### config.mk
export PLATFORM = sky130hd
export DESIGN_NAME = psr_xfer_unit
export DESIGN_NICKNAME = d
export VERILOG_FILES = /design/src/rtl/psr_xfer_pkg.sv /design/src/rtl/psr_imm_rot.sv /design/src/rtl/psr_access_check.sv /design/src/rtl/psr_wdata_mux.sv /design/src/rtl/psr_xfer_unit.sv
export SDC_FILE = /design/constraint.sdc
export NUM_CORES = 1
export LEC_CHECK = 0
export ABC_CLOCK_PERIOD_IN_PS = 1150
export CORE_AREA = 2 2 109 111
export CTS_BUF_LIST = sky130_fd_sc_hd__clkbuf_8
export CTS_CLUSTER_SIZE = 30
export DETAILED_ROUTE_END_ITERATION = 8
export DIE_AREA = 0 0 111 113
export GPL_TIMING_DRIVEN = 0
export HOLD_SLACK_MARGIN = 0.05
export PLACE_DENSITY = 0.95
export SKIP_LAST_GASP = 1
export SLEW_MARGIN = 15
export SYNTH_ARGS = -nofsm -noshare
export SYNTH_HDL_FRONTEND = slang
export SYNTH_HIERARCHICAL = 1
export SYNTH_SLANG_ARGS = --single-unit
### constraint.sdc
create_clock -name clk_i -period 1.15 [get_ports clk_i]
set_clock_uncertainty 0.05 [all_clocks]
set_input_delay 0.2875 -clock clk_i [delete_from_list [all_inputs] [get_ports clk_i]]
set_output_delay 0.2875 -clock clk_i [all_outputs]
set_load 0.05 [all_outputs]
### src/rtl/psr_xfer_pkg.sv
package psr_xfer_pkg;
  localparam int MODE_W = 5;

  localparam logic [MODE_W-1:0] MODE_USR = 5'b10000;
  localparam logic [MODE_W-1:0] MODE_FIQ = 5'b10001;
  localparam logic [MODE_W-1:0] MODE_IRQ = 5'b10010;
  localparam logic [MODE_W-1:0] MODE_SVC = 5'b10011;
  localparam logic [MODE_W-1:0] MODE_ABT = 5'b10111;
  localparam logic [MODE_W-1:0] MODE_UND = 5'b11011;
  localparam logic [MODE_W-1:0] MODE_SYS = 5'b11111;

  typedef struct packed {
    logic write;
    logic saved;
    logic flags_only;
    logic use_imm;
  } xfer_req_t;

  function automatic logic mode_is_valid(logic [MODE_W-1:0] m);
    case (m)
      MODE_USR, MODE_FIQ, MODE_IRQ, MODE_SVC,
      MODE_ABT, MODE_UND, MODE_SYS: return 1'b1;
      default: return 1'b0;
    endcase
  endfunction

  function automatic logic mode_has_saved(logic [MODE_W-1:0] m);
    return mode_is_valid(m) && (m != MODE_USR) && (m != MODE_SYS);
  endfunction
endpackage

### src/rtl/psr_imm_rot.sv
module psr_imm_rot #(
  parameter int XLEN     = 32,
  parameter int IMM_W    = 8,
  parameter int ROT_W    = 4,
  parameter int ROT_STEP = 2
) (
  input  logic [IMM_W-1:0] imm_i,
  input  logic [ROT_W-1:0] rot_i,
  output logic [XLEN-1:0]  val_o
);
  localparam int NROT = 1 << ROT_W;

  logic [XLEN-1:0] ext;
  logic [XLEN-1:0] cand [NROT];

  assign ext = XLEN'(imm_i);

  for (genvar k = 0; k < NROT; k++) begin : g_rot
    localparam int SH = (ROT_STEP * k) % XLEN;
    if (SH == 0) begin : g_zero
      assign cand[k] = ext;
    end else begin : g_shift
      assign cand[k] = (ext >> SH) | (ext << (XLEN - SH));
    end
  end

  assign val_o = cand[rot_i];
endmodule

### src/rtl/psr_access_check.sv
module psr_access_check
  import psr_xfer_pkg::*;
(
  input  logic [MODE_W-1:0] mode_i,
  input  logic [MODE_W-1:0] src_mode_i,
  input  xfer_req_t         req_i,
  input  logic              sw_ok_i,
  output logic              exc_o
);
  logic full_wr, saved_bad, bad_mode, user_sw;

  always_comb begin
    full_wr   = req_i.write & ~req_i.flags_only;
    saved_bad = req_i.saved & ~mode_has_saved(mode_i);
    bad_mode  = full_wr & ~mode_is_valid(src_mode_i);
    user_sw   = full_wr & ~req_i.saved & (mode_i == MODE_USR)
              & (src_mode_i != mode_i) & ~sw_ok_i;
    exc_o     = saved_bad | bad_mode | user_sw;
  end
endmodule

### src/rtl/psr_wdata_mux.sv
module psr_wdata_mux
  import psr_xfer_pkg::*;
#(
  parameter int XLEN   = 32,
  parameter int FLAG_W = 4
) (
  input  xfer_req_t       req_i,
  input  logic [XLEN-1:0] imm_val_i,
  input  logic [XLEN-1:0] src_i,
  input  logic [XLEN-1:0] cur_psr_i,
  input  logic [XLEN-1:0] sav_psr_i,
  output logic [XLEN-1:0] wdata_o,
  output logic [XLEN-1:0] rdata_o
);
  localparam int KEEP_W = XLEN - FLAG_W;

  logic [XLEN-1:0] target, flag_src;

  always_comb begin
    target   = req_i.saved ? sav_psr_i : cur_psr_i;
    flag_src = req_i.use_imm ? imm_val_i : src_i;
    wdata_o  = req_i.flags_only ? {flag_src[XLEN-1 -: FLAG_W], target[KEEP_W-1:0]}
                                : src_i;
    rdata_o  = target;
  end
endmodule

### src/rtl/psr_xfer_unit.sv
module psr_xfer_unit
  import psr_xfer_pkg::*;
#(
  parameter int XLEN   = 32,
  parameter int FLAG_W = 4,
  parameter int IMM_W  = 8,
  parameter int ROT_W  = 4
) (
  input  logic             clk_i,
  input  logic             rst_ni,
  input  logic             req_valid_i,
  input  logic             cond_pass_i,
  input  logic             write_i,
  input  logic             saved_i,
  input  logic             flags_only_i,
  input  logic             use_imm_i,
  input  logic [IMM_W-1:0] imm_i,
  input  logic [ROT_W-1:0] rot_i,
  input  logic [XLEN-1:0]  src_i,
  input  logic [XLEN-1:0]  cur_psr_i,
  input  logic [XLEN-1:0]  sav_psr_i,
  input  logic             user_mode_sw_ok_i,
  output logic             cur_we_o,
  output logic [XLEN-1:0]  cur_wdata_o,
  output logic             sav_we_o,
  output logic [XLEN-1:0]  sav_wdata_o,
  output logic             rd_we_o,
  output logic [XLEN-1:0]  rd_wdata_o,
  output logic             exc_o
);
  xfer_req_t       req;
  logic [XLEN-1:0] imm_val, wdata, rdata;
  logic            acc_exc, fire, ok;

  assign req = '{write: write_i, saved: saved_i, flags_only: flags_only_i, use_imm: use_imm_i};

  psr_imm_rot #(.XLEN(XLEN), .IMM_W(IMM_W), .ROT_W(ROT_W), .ROT_STEP(2)) u_rot (
    .imm_i (imm_i),
    .rot_i (rot_i),
    .val_o (imm_val)
  );

  psr_access_check u_chk_acc (
    .mode_i     (cur_psr_i[MODE_W-1:0]),
    .src_mode_i (src_i[MODE_W-1:0]),
    .req_i      (req),
    .sw_ok_i    (user_mode_sw_ok_i),
    .exc_o      (acc_exc)
  );

  psr_wdata_mux #(.XLEN(XLEN), .FLAG_W(FLAG_W)) u_mux (
    .req_i     (req),
    .imm_val_i (imm_val),
    .src_i     (src_i),
    .cur_psr_i (cur_psr_i),
    .sav_psr_i (sav_psr_i),
    .wdata_o   (wdata),
    .rdata_o   (rdata)
  );

  assign fire = req_valid_i & cond_pass_i;
  assign ok   = fire & ~acc_exc;

  always_ff @(posedge clk_i or negedge rst_ni) begin
    if (!rst_ni) begin
      cur_we_o    <= 1'b0;
      sav_we_o    <= 1'b0;
      rd_we_o     <= 1'b0;
      exc_o       <= 1'b0;
      cur_wdata_o <= '0;
      sav_wdata_o <= '0;
      rd_wdata_o  <= '0;
    end else begin
      cur_we_o <= ok & write_i & ~saved_i;
      sav_we_o <= ok & write_i & saved_i;
      rd_we_o  <= ok & ~write_i;
      exc_o    <= fire & acc_exc;
      if (ok & write_i & ~saved_i) cur_wdata_o <= wdata;
      if (ok & write_i & saved_i)  sav_wdata_o <= wdata;
      if (ok & ~write_i)           rd_wdata_o  <= rdata;
    end
  end
endmodule

==> summary.txt <==
Total Negative Setup Slacks = -74.84 ns
Total vias in the final route = 3,980
Final weighted congestion in routability-driven placement = 0.938
Net switching fraction of the power = 0.423
Critical path data arrival time = 2.07 ns
Drt pass-1 iters = 4
Maximum level of the CTS H-tree = 3
Final cycle utilization of the critical path = 1.62
Number of top-level design ports = 217
End-of-flow core utilization = 0.779
Final WS setup = -0.714 ns
Net total in the final layout = 754
Clk Latency, worst-skew pair = 0.36 ns
Kind of end point of the critical path = flip-flop
Average wire length per cell after detail routing = 20.2 um
Outcome = finished with violations
Max-slew violation count = 0
Clk sink count = 100
Iter 0 DRT Violations = 147
Slowest-stage cell, CP = mux2_4
Total of warnings raised by yosys = 6
Max-cap violation count = 0
Combinational share of power = 0.567
Syn Nets = 449
Net load switching power = 7.12 mW
Wire length of the first global-routing pass = 24,400 um
Hold Violations, Final = 0
Port bufs = 214
Die Outline Area = 12,500 sq um
Num CTS Buffers = 9
Leakage dissipation = 4.20 nW
Chip Width = 111 um
GRT overflow = 0
Final setup violation count = 199
Initial antenna violation count = 0
Pin slew with the least headroom to its limit = 0.381 ns
Post-DP HPWL = 10,700 um
Post-layout minimum cycle time = 1.86 ns
Starting density of the core = 0.448
Largest net degree at the start of global routing = 75
DRC violation count after routing = 0
Fraction of final layout cells sized beyond drive strength 1 = 0.627
Average footprint of a synthesized cell = 15.2 sq um
Type of element launching the critical path = input port
Number of standard cells after synthesis = 332
Final cell count without fillers = 783
Critical path peak fanout = 5
Core Area = 11,300 sq um
Cell breakdown of the critical path = buf_6, xor2_2, nor4_2, o211ai_1, nor2b_2, nor3b_4, buf_6, buf_12, buf_8, mux2_4
Total detailed-routing wirelength = 15,900 um
Worst path top cell family by delay = simple AND/OR/NAND/NOR gates
Worst path bufs/invs = 4
CP most frequent cell = buf_6
Number of instances in the placed design = 690
Worst slack at placement = -1.76 ns
Req. time, crit path = 1.36 ns
Syn Std Cell Area = 5050 sq um
Global-route usage over all layers = 0.251
Post-CTS clock slew at the launch and capture registers of the worst setup and hold paths = 0.09 ns
Failing checks = negative setup slack
RSZ-0062 raised after global routing = yes
Via-per-instance ratio = 5.08
Die boundary height = 113 um
Final hold slack = 0.276 ns
Type of the worst setup path = in2reg
Type of the worst min-delay path = in2reg
Root Buffer Master = clkbuf_8
Max rail drop VDD = 0.00123 V
Slew Limit Headroom = 0.746
TritonCTS clock tree = yes
Slack of the worst reg-to-reg path = 0.05 ns
Relative contribution of the clock network to total power = 0.118
ANT nets after route = 0
Top achievable clock speed = 536 MHz
Internal power summed over all cells = 9.70 mW
Maximum buffer depth of the clock tree = 2
Ant diodes = 0
Number of standard-cell rows in the floorplan = 39
Biggest cell delay along the critical path = 0.30 ns
Part of the power in registers = 0.316
Layout overhead on the synthesized area = 74.0%
Power per cell area = 1920 nW/um^2
Vias in the first global route = 4,441
power groups by stage:
stage / combinational (mW) / sequential, mW / clock [mW]
finish: 9.53 / 5.31 / 1.98
floorplan: 1.59 / 8.69 / 0
CTS: 9.21 / 5.29 / 2.00
global route: 9.84 / 5.42 / 2.16
detailed placement: 8.19 / 5.16 / 0
global placement: 8.05 / 5.08 / 0
repair_timing:
item / CTS / global route
pin swaps: 10 / 6
setup buffers: 50 / 23
setup endpoints to repair: 200 / 200
gates cloned: 8 / 1
hold buffers: 1 / 0
gates resized for setup: 804 / 23
endpoints found under the hold margin: 26 / 0
worst register-to-register path, stage by stage (launching register included):
cell	delay, ns
dfrtp_1	0.41
buf_4	0.14
buf_4	0.13
mux2_2	0.27
stage by stage:
| stage | cell area (sq um) | power (mW) |
|---|---|---|
| detailed placement | 7550 | 13.3 |
| finish | 8780 | 16.8 |
| floorplan | 5200 | 10.3 |
| global placement | 7520 | 13.1 |
| global route | 8780 | 17.4 |
| CTS | 8660 | 16.5 |
state kept, by name, indices dropped and copies added, names as in the netlist:
| register | flops |
|---|---|
| cur_wdata_o | 32 |
| sav_wdata_o | 32 |
| exc_o | 1 |
| cur_we_o | 1 |
| rd_wdata_o | 32 |
| rd_we_o | 1 |
| sav_we_o | 1 |
final timing paths:
path / start / endpoint / cells past startpoint
worst max-delay path: src_i[3] / cur_wdata_o[15] / 10
worst min-delay path: cur_psr_i[1] / rd_wdata_o[1] / 3
worst max register to register: sav_wdata_o[9] / sav_wdata_o[9] / 3
worst min register to register: sav_wdata_o[24] / sav_wdata_o[24] / 1
max in group asynchronous: rst_ni / sav_wdata_o[2] / 3
min in group asynchronous: rst_ni / rd_wdata_o[29] / 2
per-layer routing:
layer | share of wire | global-route usage | up-vias
li1 | - | - | 1799
met1 | 0.39 | 0.286 | 1999
met2 | 0.54 | 0.466 | 149
met3 | 0.053 | 0.0541 | 33
met4 | 0.024 | 0.0892 | 0
met5 | 0 | 0 | -
final cells by class:
type,instances,area [sq um]
Sequential cell,100,2500
Timing Repair Buffer,296,3090
Multi-Input combinational cell,208,2610
Clock inverter,4,20.0
Buffer,19,229
Tap cell,143,179
Inverter,3,11.3
Fill cell,621,2490
Clock buffer,10,138
cells in the final DEF (no fill, tap or decap), types with 7 or more instances in the layout:
cell type / count
buf_8: 8
buf_12: 9
buf_6: 114
buf_2: 11
clkbuf_8: 10
buf_4: 61
clkdlybuf4s50_1: 98
mux2_2: 57
mux2_4: 105
buf_16: 7
dfrtp_1: 100
Note: power is estimated with default switching activity, not from simulation.
